<file path="src/rtl/hmr_pkg.sv">
package hmr_pkg;
    localparam int DIG_W_DEF = 512;
    localparam int RES_W_DEF = 256;

    // Curve field prime 2^255 - 19
    localparam logic [255:0] FIELD_PRIME =
        256'h7fffffff_ffffffff_ffffffff_ffffffff_ffffffff_ffffffff_ffffffff_ffffffed;
    // Base-point subgroup order 2^252 + 0x14def9dea2f79cd65812631a5cf5d3ed
    localparam logic [255:0] GROUP_ORDER =
        256'h10000000_00000000_00000000_00000000_14def9de_a2f79cd6_5812631a_5cf5d3ed;

    typedef enum logic [1:0] {
        ST_IDLE = 2'd0,
        ST_RUN  = 2'd1,
        ST_FIN  = 2'd2
    } hmr_state_e;
endpackage

</file>
<file path="src/rtl/hmr_step.sv">
module hmr_step #(
    parameter int RES_W = 256
) (
    input  logic [RES_W-1:0] rem_in,
    input  logic             bit_in,
    input  logic [RES_W-1:0] modulus,
    output logic [RES_W-1:0] rem_out
);
    localparam int EXT_W = RES_W + 1;

    logic [EXT_W-1:0] doubled;
    logic [EXT_W-1:0] reduced;

    always_comb begin
        doubled = {rem_in, bit_in};
        reduced = doubled - {1'b0, modulus};
        if (doubled >= {1'b0, modulus}) begin
            rem_out = reduced[RES_W-1:0];
        end else begin
            rem_out = doubled[RES_W-1:0];
        end
    end
endmodule

</file>
<file path="src/rtl/hmr_ctrl.sv">
module hmr_ctrl
    import hmr_pkg::*;
#(
    parameter int DIG_W = 512
) (
    input  logic clk,
    input  logic rst_n,
    input  logic start,
    output logic load,
    output logic step,
    output logic busy,
    output logic done
);
    localparam int CNT_W = $clog2(DIG_W);
    localparam logic [CNT_W-1:0] LAST_BIT = CNT_W'(DIG_W - 1);

    hmr_state_e        state_q, state_d;
    logic [CNT_W-1:0]  bit_cnt_q;

    always_comb begin
        state_d = state_q;
        unique case (state_q)
            ST_IDLE: if (start) state_d = ST_RUN;
            ST_RUN:  if (bit_cnt_q == LAST_BIT) state_d = ST_FIN;
            ST_FIN:  state_d = ST_IDLE;
            default: state_d = ST_IDLE;
        endcase
    end

    always_ff @(posedge clk or negedge rst_n) begin
        if (!rst_n) begin
            state_q   <= ST_IDLE;
            bit_cnt_q <= '0;
        end else begin
            state_q <= state_d;
            if (state_q == ST_RUN) begin
                bit_cnt_q <= bit_cnt_q + 1'b1;
            end else begin
                bit_cnt_q <= '0;
            end
        end
    end

    always_comb begin
        load = 1'b0;
        step = 1'b0;
        busy = 1'b1;
        done = 1'b0;
        unique case (state_q)
            ST_IDLE: begin
                busy = 1'b0;
                load = start;
            end
            ST_RUN:  step = 1'b1;
            ST_FIN:  done = 1'b1;
            default: busy = 1'b0;
        endcase
    end
endmodule

</file>
<file path="src/rtl/hmr_reducer.sv">
module hmr_reducer
    import hmr_pkg::*;
#(
    parameter int DIG_W = DIG_W_DEF,
    parameter int RES_W = RES_W_DEF
) (
    input  logic             clk,
    input  logic             rst_n,
    input  logic             start,
    input  logic             sel_order,
    input  logic [DIG_W-1:0] digest,
    output logic             busy,
    output logic             done,
    output logic [RES_W-1:0] residue
);
    logic             load, step;
    logic [DIG_W-1:0] shift_q;
    logic [RES_W-1:0] rem_q, rem_next, mod_q;

    hmr_ctrl #(.DIG_W(DIG_W)) u_ctrl (
        .clk   (clk),
        .rst_n (rst_n),
        .start (start),
        .load  (load),
        .step  (step),
        .busy  (busy),
        .done  (done)
    );

    hmr_step #(.RES_W(RES_W)) u_step (
        .rem_in  (rem_q),
        .bit_in  (shift_q[DIG_W-1]),
        .modulus (mod_q),
        .rem_out (rem_next)
    );

    always_ff @(posedge clk or negedge rst_n) begin
        if (!rst_n) begin
            shift_q <= '0;
            rem_q   <= '0;
            mod_q   <= FIELD_PRIME[RES_W-1:0];
        end else if (load) begin
            shift_q <= digest;
            rem_q   <= '0;
            mod_q   <= sel_order ? GROUP_ORDER[RES_W-1:0] : FIELD_PRIME[RES_W-1:0];
        end else if (step) begin
            shift_q <= {shift_q[DIG_W-2:0], 1'b0};
            rem_q   <= rem_next;
        end
    end

    assign residue = rem_q;
endmodule

</file>
<file path="config.mk">
export PLATFORM = sky130hd
export DESIGN_NAME = hmr_reducer
export DESIGN_NICKNAME = d
export VERILOG_FILES = /design/src/rtl/hmr_pkg.sv /design/src/rtl/hmr_step.sv /design/src/rtl/hmr_ctrl.sv /design/src/rtl/hmr_reducer.sv
export SDC_FILE = /design/constraint.sdc
export NUM_CORES = 2
export LEC_CHECK = 0
export ABC_AREA = 0
export BUFFER_PORTS_ARGS = -buffer_cell sky130_fd_sc_hd__buf_2
export CAP_MARGIN = 25
export CORE_MARGIN = 2
export CORE_UTILIZATION = 60
export DETAILED_ROUTE_END_ITERATION = 12
export GPL_TIMING_DRIVEN = 0
export PLACE_DENSITY = 0.87
export RECOVER_POWER = 50
export REMOVE_ABC_BUFFERS = 1
export SLEW_MARGIN = 20
export SYNTH_ARGS = -nofsm -noshare
export SYNTH_HDL_FRONTEND = slang
export SYNTH_SLANG_ARGS = --single-unit
</file>
<file path="constraint.sdc">
create_clock -name clk -period 21.4 [get_ports clk]
set_clock_uncertainty 0.05 [all_clocks]
set_input_delay 1.07 -clock clk [delete_from_list [all_inputs] [get_ports clk]]
set_output_delay 1.07 -clock clk [all_outputs]
set_load 0.01 [all_outputs]
</file>
# Word level (Yosys, flattened, before mapping)

Cells that the tools add are included.

Register bits: 1035
Input port bits: 516
Logic and storage cells: 31

$add $sub $neg: 2
Order comparisons: 1
Equal/unequal tests: 5
Mux-type cells: 14
Reduce and logical (&&, ||, !) cells: 4

Operators with widths:

| kind                                                             | count |
|---|---|
| 512-bit two-way mux                                              | 2 |
| 256-bit two-way mux                                              | 3 |
| 257-bit by 256-bit >= comparator with 1-bit output               | 1 |
| 256-bit subtractor                                               | 1 |
| 255-bit two-way mux                                              | 1 |
| 9-bit by 1-bit adder with 9-bit output (second input constant)   | 1 |
| 9-bit == test (second input constant)                            | 1 |
| 9-bit two-way mux                                                | 1 |
| 1-bit two-way mux                                                | 4 |
| 2-bit two-way mux                                                | 2 |
| 2-bit case mux with 2 select lines                               | 1 |
| 2-bit by 1-bit == test with 1-bit output (second input constant) | 1 |
| 2-bit == test (second input constant)                            | 1 |
| 2-bit zero test                                                  | 1 |
| 2-bit by 1-bit != test with 1-bit output (second input constant) | 1 |
| 2-bit != test (second input constant)                            | 1 |
| 2-bit AND reduction                                              | 1 |
| 2-bit nonzero test                                               | 1 |
| 2-bit OR reduction                                               | 1 |

# Logic depth before layout (Yosys ltp)

Depth in word-level cells: 4
Mapped depth: 18

# By module

A second synthesis with hierarchy kept.

Cells, all modules: 6977
Area, all modules: 57044.7 µm²

Modules (own cells, without submodules):

| module      | instances | cells each | area each (µm²) | seq. area each (µm²) |
|---|---|---|---|---|
| hmr_reducer | 1         | 3049       | 33857.5         | 19244.7 |
| hmr_step    | 1         | 3875       | 22617.9         | 0.0 |
| hmr_ctrl    | 1         | 53         | 569.3           | 275.3 |

# Least setup slack after synthesis

Ideal clock, no wire load.

Kind: reg2reg
Start point: register mod_q[253]
End point: register rem_q[63] (netlist: residue[63])
Setup time: 99 ps
Data arrival time: 6655 ps
Setup slack: 14596 ps
Cell stages (with the launch flop): 17
Path buffers: 4
Cell sequence: dfstp_2 > inv_1 > ha_1 > clkbuf_1 > a31o_2 > a21oi_1 > o21ai_0 > a21oi_1 > nor3_1 > a211oi_1 > o21ai_2 > a211oi_2 > clkbuf_1 > buf_2 > buf_2 > nand2_1 > a311oi_1

Longest elaborated chain between the ends: 4

RTL lines:

| element                                            | RTL line          | text |
|---|---|---|
| from (decl)                                        | hmr_reducer.sv:18 | `logic [RES_W-1:0] rem_q, rem_next, mod_q;` |
| from (signal assigned)                             | hmr_reducer.sv:41 | `mod_q <= FIELD_PRIME[RES_W-1:0];` |
| from (signal assigned)                             | hmr_reducer.sv:45 | `mod_q <= sel_order ? GROUP_ORDER[RES_W-1:0] : FIELD_PRIME[RES_W-1:0];` |
| 257-bit by 256-bit >= comparator with 1-bit output | hmr_step.sv:17    | `if (doubled >= {1'b0, modulus}) begin` |
| 256-bit two-way mux                                | hmr_step.sv:17    |  |
| 256-bit two-way mux                                | hmr_reducer.sv:46 | `end else if (step) begin` |
| 256-bit two-way mux                                | hmr_reducer.sv:42 | `end else if (load) begin` |
| to (signal assigned)                               | hmr_reducer.sv:48 | `rem_q <= rem_next;` |
| to (decl)                                          | hmr_reducer.sv:18 |  |

No other way between the ends. The select of a mux whose other input is x is not followed.
A chain may end at the register's enable or synchronous reset.

==> impl_metrics.py <==
metrics = {
    "clocking": {
        "h-tree-depth": 3,
        "ctsResizeCount": 0,
        "numCtsBuffers": 85,
        "cts.path.max_buffers": 3,
        "cts_tree": "yes",
        "clkLatencyLatePin_ps": 690,
        "clk_pin_slew_ps": 60,
        "post-cts-setup-buffers": 0,
        "clock_sinks": 780,
        "ctsHoldBuffers": 0,
        "cts_root_buffer": "clkbuf_16",
    },
    "run": {
        "cap_violations": 15,
    },
    "global_routing": {
        "gr-total-overflow": 0,
        "grt_pass1_wl_um": 315400,
        "grtUsageTotal": 0.4551,
        "grt_max_degree": 108,
        "grt_pass1_vias": 51556,
        "antenna_found_initial": 119,
    },
    "place": {
        "dp_cells": 7941,
        "preCtsSetupSlack_ps": 14870,
        "io_buffers": 773,
        "hpwl_um": 160100,
        "routabilityCongestion": 1.093,
    },
    "setup_path": {
        "cpPeakStageDelay_ps": 3740,
        "cpLargestDelayFamily": "buffers and inverters",
        "cpMostUsedCell": "clkbuf_1",
        "rrSetupSlack_ps": 12250,
        "crit_fanout": 96,
        "crit_type": "in2async",
        "cp_data_arrival_time_ps": 11170,
        "worst_setup_path_end_kind": "asynchronous set/reset pin",
        "cp.required_ps": 20920,
        "start_kind": "primary input",
        "crit_buf_inv": 3,
        "crit_chain": "clkbuf_1 > clkbuf_1 > clkbuf_1",
        "crit_slowest_cell": "clkbuf_1",
    },
    "synth": {
        "synth.top_cell.area_share": 0.3686,
        "ys_async_sr_fraction": 1.000,
        "syn_inst": 6393,
        "synth_top_cell_by_area": "dfrtp_1",
        "seq_area_frac_synth": 0.3691,
        "syn-mean-instance-area_sq_um": 8.272,
        "synthFlopType": "dfrtp_1",
        "ys_ff_latch": 780,
        "synth.area.top_cells": "dfrtp_1 37%, mux2i_1 10%, o21ai_0 8.3%",
        "syn_area_sq_um": 52880,
        "yosys_warnings": 0,
        "synth_cell_types": 109,
        "synth_edf_count": 0,
    },
    "cells_and_area": {
        "area_growth_syn_to_layout_pct": 14.30,
        "final_common_cell": "nand2_1",
        "regArea_sq_um": 19520,
        "multi_input_area_sq_um": 31250,
        "final_cell_mix": "951 x nand2_1, 880 x o21ai_0, 779 x dfrtp_1, 543 x a21oi_1, 539 x mux2i_1",
        "nFillCells": 6858,
        "drive_above_1_share": 0.1193,
        "layout.cells.non_filler": 8191,
        "nets": 7579,
    },
    "timing": {
        "hold_ws_ps": 421.4,
        "worstMarginPinSlew_ps": 5458,
        "slew_headroom": -2.639,
        "fmax_ghz": 0.08586,
        "setup_violations": 0,
        "maxSlewViolCount": 1034,
        "timing.final.crit_share": 0.5442,
        "rsz0062_at_grt": "no",
        "hold_viol": 0,
        "fin_tns_setup_ps": 0,
        "min_period_ps": 11650,
        "worst_slack_ps": 9753,
    },
    "detailed_routing": {
        "vias_per_cell": 6.748,
        "wl_per_cell_um": 26.40,
        "via_count": 55272,
        "antenna_left": 0,
        "dr.pass1.iters": 7,
        "drc": 0,
        "wl_um": 216200,
        "drtIter0Drc": 7235,
    },
    "power_and_ir_drop": {
        "peakVddDrop_mv": 0.2106,
        "powerDensity_nw_per_um2": 198.1,
        "leakage_nw": 25.86,
        "power_mw": 11.98,
    },
    "status": {
        "violations": "max-capacitance violations, max-slew violations",
        "status": "finished, violations left",
    },
    "floorplanning": {
        "core_sq_um": 87020,
        "dieArea_sq_um": 90530,
        "die_x_um": 300.9,
        "start_util": 0.6077,
        "ios": 774,
        "dieHeight_um": 300.9,
        "rows": 108,
    },
    "worst_hold_path": {
        "min_path_type": "reg2reg",
    },
}
## worst paths after layout
kind                                               start                       endpoint  cells past startpoint
min reg2reg                u_ctrl.bit_cnt_q[0]$_DFF_PN0_  u_ctrl.bit_cnt_q[0]$_DFF_PN0_                      1
max reg2reg                u_ctrl.state_q[1]$_DFFE_PN0P_       shift_q[123]$_DFFE_PN0P_                     11
max                                                rst_n       shift_q[443]$_DFFE_PN0P_                      3
min                        u_ctrl.bit_cnt_q[0]$_DFF_PN0_  u_ctrl.bit_cnt_q[0]$_DFF_PN0_                      1
max in group clk           u_ctrl.state_q[1]$_DFFE_PN0P_       shift_q[123]$_DFFE_PN0P_                     11
min in group asynchronous                          rst_n       shift_q[508]$_DFFE_PN0P_                      1
## kinds of logic after synthesis
family	Yosys count	share of synthesized area
compound gates	2079	0.2305
simple gates	2036	0.1745
flops	780	0.3691
buf+inv	542	0.04117
mux	541	0.1024
xor+xnor	227	0.03774
fa+ha+maj	188	0.04448
## synth_stat cells (all sizes together) (36+ instances only)
cell and count:
o21ai 932, inv 92, dfrtp 779, clkbuf 397
a31oi 67, nand3 85, nor3 99, xor2 103
a21oi 546, nor2 432, o21a 38, nor4 36
xnor2 124, ha 188, mux2i 539, o21bai 75
nand2 953, and2 36, a211oi 73, a21o 68
nand4 178, and3 45, buf 52
## metal layers
| metal | GRT usage | vias to the layer above | wire [um] | share of wire |
|---|---|---|---|---|
| li1 | - | 24248 | - | - |
| met1 | 0.5752 | 26385 | 80200 | 0.37 |
| met2 | 0.6773 | 3728 | 93420 | 0.43 |
| met3 | 0.1313 | 869 | 25680 | 0.12 |
| met4 | 0.3061 | 42 | 16640 | 0.077 |
| met5 | 0 | - | 277 | 0.0013 |
## where the power goes
group	internal, mW	total [mW]	switching [mW]
clock	0.854	1.53	0.673
sequential	2.18	2.91	0.737
combinational	2.66	7.54	4.87
## cell type report
type                            count  share of cell area
Clock buffer                      119             0.04047
Tap cell                         1155             0.02391
Antenna cell                       96            0.003974
Clock inverter                     33            0.006417
Inverter                           92            0.005837
Timing Repair Buffer              845             0.07945
Multi-Input combinational cell   5071              0.5170
Sequential cell                   780              0.3229
## through the flow
step                  util  instance area, sq um
global route        0.6942                 60410
floorplan                -                 51050
detailed placement  0.6662                 57970
CTS                 0.6987                 60810
finish              0.6946                 60440
global placement    0.6477                 56370
## registers in the layout, indices dropped and copies added (netlist names)
register          count
residue             256
u_ctrl.bit_cnt_q      9
mod_q                 1
u_ctrl.state_q        2
shift_q             512
No activity file was read; power rests on OpenSTA's default activity.
